===== src/rtl/xlat_pkg.sv =====
package xlat_pkg;
    parameter int VA_W   = 32;
    parameter int PA_W   = 32;
    parameter int WORD_W = 32;
    parameter int OFF_W  = 12;
    parameter int IDX_W  = 10;
    parameter int ENT_LG = 2;

    localparam int FRAME_W = PA_W - OFF_W;
    localparam int BIT_VALID = 0;
    localparam int BIT_RD    = 1;
    localparam int BIT_WR    = 2;

    typedef enum logic [1:0] {
        RES_OK     = 2'b00,
        RES_PFAULT = 2'b01,
        RES_BUSERR = 2'b10
    } res_kind_e;

    typedef enum logic [2:0] {
        ST_IDLE,
        ST_DIR_REQ,
        ST_DIR_WAIT,
        ST_PTE_REQ,
        ST_PTE_WAIT,
        ST_DONE
    } walk_st_e;

    typedef struct packed {
        logic [VA_W-1:0] va;
        logic            wr;
    } xlat_req_t;

    // level 0 selects the directory index, level 1 the page-table index
    function automatic logic [IDX_W-1:0] va_index(input logic [VA_W-1:0] va,
                                                  input logic level);
        return level ? va[OFF_W +: IDX_W] : va[VA_W-1 -: IDX_W];
    endfunction

    function automatic logic entry_permits(input logic [WORD_W-1:0] e,
                                           input logic wr);
        return wr ? e[BIT_WR] : e[BIT_RD];
    endfunction
endpackage


===== src/rtl/xlat_entry_chk.sv =====
module xlat_entry_chk
    import xlat_pkg::*;
(
    input  logic [WORD_W-1:0]  data,
    input  logic               is_leaf,
    input  logic               wr,
    output logic               present,
    output logic               permitted,
    output logic [FRAME_W-1:0] frame
);
    always_comb begin
        present   = data[BIT_VALID];
        permitted = !is_leaf || entry_permits(data, wr);
        frame     = data[WORD_W-1 -: FRAME_W];
    end
endmodule


===== src/rtl/xlat_ctx.sv =====
module xlat_ctx
    import xlat_pkg::*;
(
    input  logic               clk,
    input  logic               rst,
    input  logic               ld_req,
    input  xlat_req_t          req,
    input  logic [FRAME_W-1:0] dir_frame,
    input  logic               ld_tbl,
    input  logic               ld_page,
    input  logic [FRAME_W-1:0] entry_frame,
    input  logic               level,
    output logic [PA_W-1:0]    rd_addr,
    output xlat_req_t          ctx,
    output logic [PA_W-1:0]    paddr
);
    logic [FRAME_W-1:0] tbl_q;
    logic [FRAME_W-1:0] page_q;

    always_ff @(posedge clk) begin
        if (rst) begin
            ctx    <= '0;
            tbl_q  <= '0;
            page_q <= '0;
        end else begin
            if (ld_req) begin
                ctx   <= req;
                tbl_q <= dir_frame;
            end
            if (ld_tbl)
                tbl_q <= entry_frame;
            if (ld_page)
                page_q <= entry_frame;
        end
    end

    always_comb begin
        rd_addr = {tbl_q, va_index(ctx.va, level), {ENT_LG{1'b0}}};
        paddr   = {page_q, ctx.va[OFF_W-1:0]};
    end
endmodule


===== src/rtl/xlat_ctl.sv =====
module xlat_ctl
    import xlat_pkg::*;
(
    input  logic      clk,
    input  logic      rst,
    input  logic      req_valid,
    input  logic      mem_rd_ready,
    input  logic      rsp_valid,
    input  logic      rsp_err,
    input  logic      present,
    input  logic      permitted,
    output logic      req_ready,
    output logic      mem_rd_valid,
    output logic      level,
    output logic      ld_req,
    output logic      ld_tbl,
    output logic      ld_page,
    output logic      res_valid,
    output res_kind_e res_kind
);
    walk_st_e  st_q, st_d;
    res_kind_e kind_q, kind_d;
    logic      waiting, rsp_hit;

    always_comb begin
        req_ready    = (st_q == ST_IDLE);
        mem_rd_valid = (st_q == ST_DIR_REQ) || (st_q == ST_PTE_REQ);
        level        = (st_q == ST_PTE_REQ) || (st_q == ST_PTE_WAIT);
        res_valid    = (st_q == ST_DONE);
        res_kind     = kind_q;
        waiting      = (st_q == ST_DIR_WAIT) || (st_q == ST_PTE_WAIT);
        rsp_hit      = waiting && rsp_valid;
        ld_req       = req_ready && req_valid;
        ld_tbl       = 1'b0;
        ld_page      = 1'b0;
        st_d         = st_q;
        kind_d       = kind_q;
        case (st_q)
            ST_IDLE:     if (req_valid) st_d = ST_DIR_REQ;
            ST_DIR_REQ:  if (mem_rd_ready) st_d = ST_DIR_WAIT;
            ST_PTE_REQ:  if (mem_rd_ready) st_d = ST_PTE_WAIT;
            ST_DIR_WAIT,
            ST_PTE_WAIT: if (rsp_valid) begin
                if (rsp_err) begin
                    kind_d = RES_BUSERR;
                    st_d   = ST_DONE;
                end else if (!present || !permitted) begin
                    kind_d = RES_PFAULT;
                    st_d   = ST_DONE;
                end else if (st_q == ST_DIR_WAIT) begin
                    ld_tbl = 1'b1;
                    st_d   = ST_PTE_REQ;
                end else begin
                    ld_page = 1'b1;
                    kind_d  = RES_OK;
                    st_d    = ST_DONE;
                end
            end
            ST_DONE:     st_d = ST_IDLE;
            default:     st_d = ST_IDLE;
        endcase
    end

    always_ff @(posedge clk) begin
        if (rst) begin
            st_q   <= ST_IDLE;
            kind_q <= RES_OK;
        end else begin
            st_q   <= st_d;
            kind_q <= kind_d;
        end
    end


    accept_busy_chk: assert property (@(posedge clk) disable iff (rst)
        (req_valid && req_ready) |=> !req_ready);

    res_pulse_chk: assert property (@(posedge clk) disable iff (rst)
        res_valid |=> (!res_valid && req_ready));

    buserr_wins_chk: assert property (@(posedge clk) disable iff (rst)
        (rsp_hit && rsp_err) |=> (res_valid && res_kind == RES_BUSERR));

    dir_miss_chk: assert property (@(posedge clk) disable iff (rst)
        (st_q == ST_DIR_WAIT && rsp_valid && !rsp_err && !present)
        |=> (res_valid && res_kind == RES_PFAULT));
endmodule


===== src/rtl/xlat_walker.sv =====
module xlat_walker
    import xlat_pkg::*;
(
    input  logic              clk,
    input  logic              rst,
    input  logic              req_valid,
    output logic              req_ready,
    input  logic [VA_W-1:0]   req_vaddr,
    input  logic              req_write,
    input  logic [PA_W-1:0]   dir_base,
    output logic              mem_rd_valid,
    input  logic              mem_rd_ready,
    output logic [PA_W-1:0]   mem_rd_addr,
    input  logic              mem_rsp_valid,
    input  logic [WORD_W-1:0] mem_rsp_data,
    input  logic              mem_rsp_err,
    output logic              res_valid,
    output logic [1:0]        res_kind,
    output logic [PA_W-1:0]   res_paddr,
    output logic [VA_W-1:0]   res_vaddr,
    output logic              res_write
);
    logic               level, ld_req, ld_tbl, ld_page;
    logic               present, permitted;
    logic [FRAME_W-1:0] entry_frame;
    res_kind_e          kind;
    xlat_req_t          ctx, req;

    assign req = '{va: req_vaddr, wr: req_write};

    xlat_ctl u_ctl (
        .clk          (clk),
        .rst          (rst),
        .req_valid    (req_valid),
        .mem_rd_ready (mem_rd_ready),
        .rsp_valid    (mem_rsp_valid),
        .rsp_err      (mem_rsp_err),
        .present      (present),
        .permitted    (permitted),
        .req_ready    (req_ready),
        .mem_rd_valid (mem_rd_valid),
        .level        (level),
        .ld_req       (ld_req),
        .ld_tbl       (ld_tbl),
        .ld_page      (ld_page),
        .res_valid    (res_valid),
        .res_kind     (kind)
    );

    xlat_entry_chk u_chk (
        .data      (mem_rsp_data),
        .is_leaf   (level),
        .wr        (ctx.wr),
        .present   (present),
        .permitted (permitted),
        .frame     (entry_frame)
    );

    xlat_ctx u_ctx (
        .clk         (clk),
        .rst         (rst),
        .ld_req      (ld_req),
        .req         (req),
        .dir_frame   (dir_base[PA_W-1 -: FRAME_W]),
        .ld_tbl      (ld_tbl),
        .ld_page     (ld_page),
        .entry_frame (entry_frame),
        .level       (level),
        .rd_addr     (mem_rd_addr),
        .ctx         (ctx),
        .paddr       (res_paddr)
    );

    assign res_kind  = kind;
    assign res_vaddr = ctx.va;
    assign res_write = ctx.wr;


    rd_hold_chk: assert property (@(posedge clk) disable iff (rst)
        (mem_rd_valid && !mem_rd_ready) |=> (mem_rd_valid && $stable(mem_rd_addr)));
endmodule


===== config.mk =====
export PLATFORM = sky130hd
export DESIGN_NAME = xlat_walker
export DESIGN_NICKNAME = d
export VERILOG_FILES = /design/src/rtl/xlat_pkg.sv /design/src/rtl/xlat_entry_chk.sv /design/src/rtl/xlat_ctx.sv /design/src/rtl/xlat_ctl.sv /design/src/rtl/xlat_walker.sv
export SDC_FILE = /design/constraint.sdc
export NUM_CORES = 1
export LEC_CHECK = 0
export ABC_AREA = 0
export CORE_UTILIZATION = 41
export DETAILED_ROUTE_END_ITERATION = 8
export GPL_TIMING_DRIVEN = 0
export PLACE_DENSITY = 0.87
export SKIP_CTS_REPAIR_TIMING = 1
export SLEW_MARGIN = 20
export SYNTH_ARGS = -nofsm -noshare
export SYNTH_HDL_FRONTEND = slang
export SYNTH_SLANG_ARGS = --single-unit

===== constraint.sdc =====
create_clock -name clk -period 4.8 [get_ports clk]
set_input_delay 0.96 -clock clk [delete_from_list [all_inputs] [get_ports clk]]
set_output_delay 0.96 -clock clk [all_outputs]
set_load 0.01 [all_outputs]

# --- Yosys cells after proc, flatten, opt, wreduce, memory -nomap -nowiden ---
# Cells that the tools add are included.
classes:
  eq_ne: 10
  muxes: 25
  reduce_logical: 13
ops:
  columns: ["cell", "count"]
  rows:
  - ["2-to-1 mux 20 bit", 2]
  - ["2-to-1 mux 3 bit", 7]
  - ["case mux 3 bit (4 select lines)", 1]
  - ["2-to-1 mux 1 bit", 11]
  - ["2-to-1 mux 10 bit", 1]
  - ["inequality test 2 bit (second input constant)", 4]
  - ["equality test 3 x 2 -> 1 bit (second input constant)", 2]
  - ["equality test 3 bit (second input constant)", 2]
  - ["2-to-1 mux 2 bit", 3]
  - ["logical OR 1 bit", 4]
  - ["AND reduction 4 bit", 1]
  - ["equality test 3 x 1 -> 1 bit (second input constant)", 1]
  - ["zero test 1 bit", 3]
  - ["zero test 3 bit", 1]
  - ["inequality test 3 x 2 -> 1 bit (second input constant)", 1]
  - ["AND reduction 3 bit", 1]
  - ["nonzero test 2 bit", 1]
  - ["OR reduction 2 bit", 1]
  - ["logical AND 1 bit", 1]
word_totals:
  reg_bits: 78
  input_bits: 103
  output_inout_bits: 102
  elab_cells: 54

# --- Longest topological paths before layout ---
logic_depth:
  depth_word: 11
  ltp_mapped: 7
  ltp_nobuf: 4

# --- Cells and area by module ---
# A second synthesis with hierarchy kept.
unflattened:
  hier_cells: 355
  hier_area_um2: 3579.7
by_module_without_submodules:
  columns: ["module", "instances", "cells_per_inst", "area_each_um2"]
  rows:
  - ["xlat_ctx", 1, 286, 3026.7]
  - ["xlat_ctl", 1, 46, 381.6]
  - ["xlat_entry_chk", 1, 23, 171.4]

# --- Least setup slack after synthesis ---
# OpenSTA, ideal clock, no wires.
synth_timing:
  path_type: "register to output"
  start: "register u_ctl.st_q[0]"
  end: "output mem_rd_addr[10]"
  t_arrival_ns: 1.349
  t_required_ns: 3.840
  setup_slack_ns: 2.491
  stages_incl_launch_ff: 6
  path_cell_list: "dfxtp_1 > buf_2 > nor3b_1 > a21oi_1 > buf_6 > mux2_2"
synth_between:
  elab_chain_len: 3
synth_rtl:
  columns: ["element", "line_no", "rtl"]
  rows:
  - ["from (decl)", "xlat_ctl.sv:21", "walk_st_e st_q, st_d;"]
  - ["from (signal assigned)", "xlat_ctl.sv:69", "st_q <= st_d;"]
  - ["equality test 3 x 2 -> 1 bit / equality test 3 bit (equally long branches)", "xlat_ctl.sv:28", "level = (st_q == ST_PTE_REQ) || (st_q == ST_PTE_WAIT);"]
  - ["logical OR 1 bit (*)", "xlat_ctl.sv:28", null]
  - ["2-to-1 mux 10 bit (*)", "xlat_pkg.sv:37", "return level ? va[OFF_W +: IDX_W] : va[VA_W-1 -: IDX_W];"]
  - ["to (decl)", "xlat_walker.sv:13", "output logic [PA_W-1:0] mem_rd_addr,"]
# Mark *: on every way between the ends. The rest lies on a longest branch, timed or not.

# --- Final worst setup path ---
layout_timing:
  start: "register u_ctl.st_q[0]"
  end: "output mem_rd_addr[9]"
# Same word-level chain as after synthesis.

==> results by stage <==
GRT:
- After global routing the overflow that remains totals 0.
- The first global-routing pass estimated about 17 mm of wire.
- The initial antenna violation count came to 0.
- Entering global routing, the biggest net connects 13 pins.
- The via count of the first global-routing pass came to 3485.
- For this run, the total global-route usage over all layers was measured as 0.246.

Finish:
- Leaving out fill and tap cells, the most frequent cell in the layout is sky130_fd_sc_hd__clkdlybuf4s50_1.
- Compared with the post-synthesis result, the final layout area differs by 63.4%.
- Measured on the finished design, the core utilization comes to 0.709.
- The total inserted antenna cells is 0.
- For this run, the post-layout net count is between 600 and 700.
- Leaving out fill and tap cells, the most frequent cells in the layout are sky130_fd_sc_hd__clkdlybuf4s50_1, sky130_fd_sc_hd__nand2_1, sky130_fd_sc_hd__dfxtp_1.
- In the final layout, the share of cells above drive strength 1 is 0.134.

Logic synthesis:
- The number of enable-type register cells in the synthesized netlist is 0.
- Sorting the synthesized cells by area gives the leading types as sky130_fd_sc_hd__dfxtp_1, sky130_fd_sc_hd__nand2_1, sky130_fd_sc_hd__a311oi_2, sky130_fd_sc_hd__mux2i_1, sky130_fd_sc_hd__a21oi_1.
- The average footprint of a synthesized cell is 8.73 um2.
- For this run, asynchronously set or reset flops after synthesis account for 0.
- The number of synthesis warnings is 0.
- The count of different cell masters after synthesis is 32.
- The top cell type by total area after synthesis is sky130_fd_sc_hd__dfxtp_1.
- The total of flip-flops plus latches after synthesis is 78.
- The sequential element share of the synthesized area is 0.456.
- The share of synthesized area in the top cell type comes to 0.456.
- The number of instances in the synthesized netlist is a little under 400.
- The cell area after technology mapping is 3420 um2.
- The most instantiated flip-flop cell in the synthesis netlist is sky130_fd_sc_hd__dfxtp_1.

Detailed routing:
- The via density per instance is 5.08.
- The total iterations of the first detailed-routing run is 4.
- The iteration-0 DRC count of the detailed router is 84.
- The routed via count is 3507.
- In the routed design, unresolved DRC markers number 0.
- The count of nets left with antenna violations once routing finished came out at 0.
- In the final routed layout, each cell accounts on average for 15.5 um.
- The routed design has 10.7 mm of wire.

Critical path:
- The required time at the endpoint of the critical path is 3.84 ns.
- The worst register-to-register path ends at u_ctx.page_q[7].
- The internal reg-to-reg setup slack is around 3.2 ns.
- The cell class contributing the biggest share of worst-path delay is buffers and inverters.
- Counting cells, the worst reg-to-reg path comes to 5.
- In this design, the stage delay of the slowest critical-path cell is between 0.5 and 0.6 ns.
- The kind of end point of the critical path is an output pin.
- The sort of element at the start of the critical path is a flip-flop.
- By startpoint and endpoint, the worst setup path is classified as reg2out.
- The sum of buffers and inverters on the critical path is 3.
- The critical path goes through buf_2, nor3b_1, a21oi_1, buf_6, mux2_2, clkdlybuf4s50_1.
- The arrival time at the worst endpoint is 2.39 ns.
- Of all nets on the critical path, the largest fanout is 10.
- The startpoint identified for the worst register-to-register timing path is u_ctx.ctx[0].
- The slowest stage of the critical path belongs to the cell sky130_fd_sc_hd__clkdlybuf4s50_1.

STA:
- In this run the tightest slew margin relative to its limit is 0.497.
- At the pin with the least slew margin, the transition time is 0.754 ns.
- Setup repair after global routing left no endpoint under its margin.
- The final-report max-slew violation count is 0.
- The tightest hold path in the finished design has a slack of 0.474 ns.
- The maximum frequency from static timing analysis is between 200 and 300 MHz.
- The ratio of final minimum period to clock period is 0.697.
- The number of failing hold endpoints at the final stage is 0.
- For the finished layout, the period the worst path requires is 3.35 ns.
- Summed over all failing endpoints, the final setup total negative slack is 0 ns.
- For the final database, setup skew stands at between 0.007 and 0.008 ns.
- The final-report setup violation count is 0.

Min path:
- For hold timing, the worst endpoint is u_ctx.ctx[13].
- The min-delay analysis places its worst path in the category reg2reg.
- In this run the most critical hold path is launched from u_ctx.ctx[13].
- The count of cells along the worst hold path is 2.

Status:
- The run finished with clean final reports.

Clocking:
- The tree is rooted in a sky130_fd_sc_hd__clkbuf_8.
- The clock slew seen by the registers of the worst setup and hold paths is around 0.080 ns.
- The total clock sinks is 78.
- Clock latency on the worst-skew pair, taken at its later pin, is 0.34 ns.
- The maximum level of the CTS H-tree is 3.
- The number of buffers added by the clock tree synthesis step is 9.
- The CTS tree is built.
- No sink is reached through more buffers than the 2 on the longest clock path.

Pwr:
- IR analysis of the VDD net gives a maximum drop of 166 uV.
- The analysis attributes to cell leakage a power of 2.22 nW.
- In this run the power density over the cells is 304 nW/um2.
- The design draws 1.70 mW.

Die:
- The standard-cell row count is 32.
- The initial utilization of the core area, before any placement, comes to 0.434.
- The core outline area is 7890 um2.
- The die boundary height is just over 90 um.
- The area enclosed by the die boundary is 8720 um2.
- The die is 93.4 um wide.
- In this run the count of I/O pins placed on the die edge is 205.

Job:
- The number of max-cap violations is 0.

Placement:
- The congestion estimate from routability-driven global placement came to 0.829.
- After legalization and detailed placement, the total HPWL measured 7.99 mm.
- Buffers placed on the I/O ports in this run total 180.
==> report_power, final <==
part	total, mW	switching [mW]	internal [mW]
clock network	0.589	0.232	0.357
logic	0.397	0.172	0.225
registers	0.714	0.0283	0.686
==> worst max path at each step <==
stage,start,to,slack [ns],cells after the start
5_1_grt,u_ctl.st_q[0],mem_rd_addr[9],1.36,6
3_5_place_dp,u_ctl.st_q[0],mem_rd_addr[9],1.85,6
3_3_place_gp,u_ctl.st_q[0],mem_rd_addr[9],1.88,6
4_1_cts,u_ctl.st_q[0],mem_rd_addr[9],1.43,6
2_1_floorplan,u_ctl.st_q[0],mem_rd_addr[10],2.49,5
6_report,u_ctl.st_q[0],mem_rd_addr[9],1.45,6
==> cells by family (layout without fill, tap and decap cells) <==
logic type | count (synthesis) | in the layout | synth area share
AO/OA/AOI/OAI | 66 | 66 | 0.154
XOR/XNOR | 1 | 1 | 0.00256
buffers and inverters | 44 | 239 | 0.0848
flip-flops | 78 | 78 | 0.456
multiplexers | 32 | 32 | 0.0980
other | 1 | 2 | 0.00110
AND/OR/NAND/NOR | 170 | 170 | 0.203
==> routing by layer <==
metal | track usage | part of all wire | vias to the layer above
met3 | 0.0650 | 0.057 | 31
met2 | 0.449 | 0.51 | 131
met4 | 0.0949 | 0.030 | 0
met5 | 0 | 0 | -
li1 | - | - | 1679
met1 | 0.271 | 0.40 | 1666
==> layout make-up <==
class                           instances  area (um2)
Fill cell                             617        2290
Timing Repair Buffer                  180        1800
Multi-Input combinational cell        271        1580
Sequential cell                        78        1560
Buffer                                 43         287
Clock buffer                           11         141
Tap cell                              102         128
Clock inverter                          4        95.1
Inverter                                1        3.75
==> synth_stat cells (3+ instances only) <==
master	instances
sky130_fd_sc_hd__nor2_1	45
sky130_fd_sc_hd__mux2_2	12
sky130_fd_sc_hd__o21ai_0	4
sky130_fd_sc_hd__nand2_1	107
sky130_fd_sc_hd__buf_2	7
sky130_fd_sc_hd__a311oi_1	3
sky130_fd_sc_hd__nand2b_1	3
sky130_fd_sc_hd__clkbuf_1	12
sky130_fd_sc_hd__mux2i_1	20
sky130_fd_sc_hd__buf_8	3
sky130_fd_sc_hd__nor3_1	3
sky130_fd_sc_hd__a21oi_1	39
sky130_fd_sc_hd__dfxtp_1	78
sky130_fd_sc_hd__buf_4	20
sky130_fd_sc_hd__a311oi_2	17
sky130_fd_sc_hd__nor2b_1	3
==> state kept, by name, summed over array words and instances, names as in the netlist <==
| name | cells |
|---|---|
| u_ctl.res_kind | 2 |
| u_ctl.st_q | 3 |
| u_ctx.ctx | 33 |
| u_ctx.page_q | 20 |
| u_ctx.tbl_q | 20 |
==> worst reg2reg max path: cells and delay by family (launching register included) <==
kind / cells / cell delay [ns]
buf+inv: 1 / 0.27
simple gates: 1 / 0.06
flops: 1 / 0.35
compound gates: 1 / 0.22
mux: 2 / 0.60
==> per-stage QoR <==
stage               cells  setup slack (ns)  instance area, um2
finish                690              1.45                5590
global route          690              1.36                5590
CTS                   690              1.43                5590
detailed placement    675              1.85                5360
global placement      675              1.88                5360
floorplan             393              2.49                3430
No activity file was read; power rests on OpenSTA's default activity.
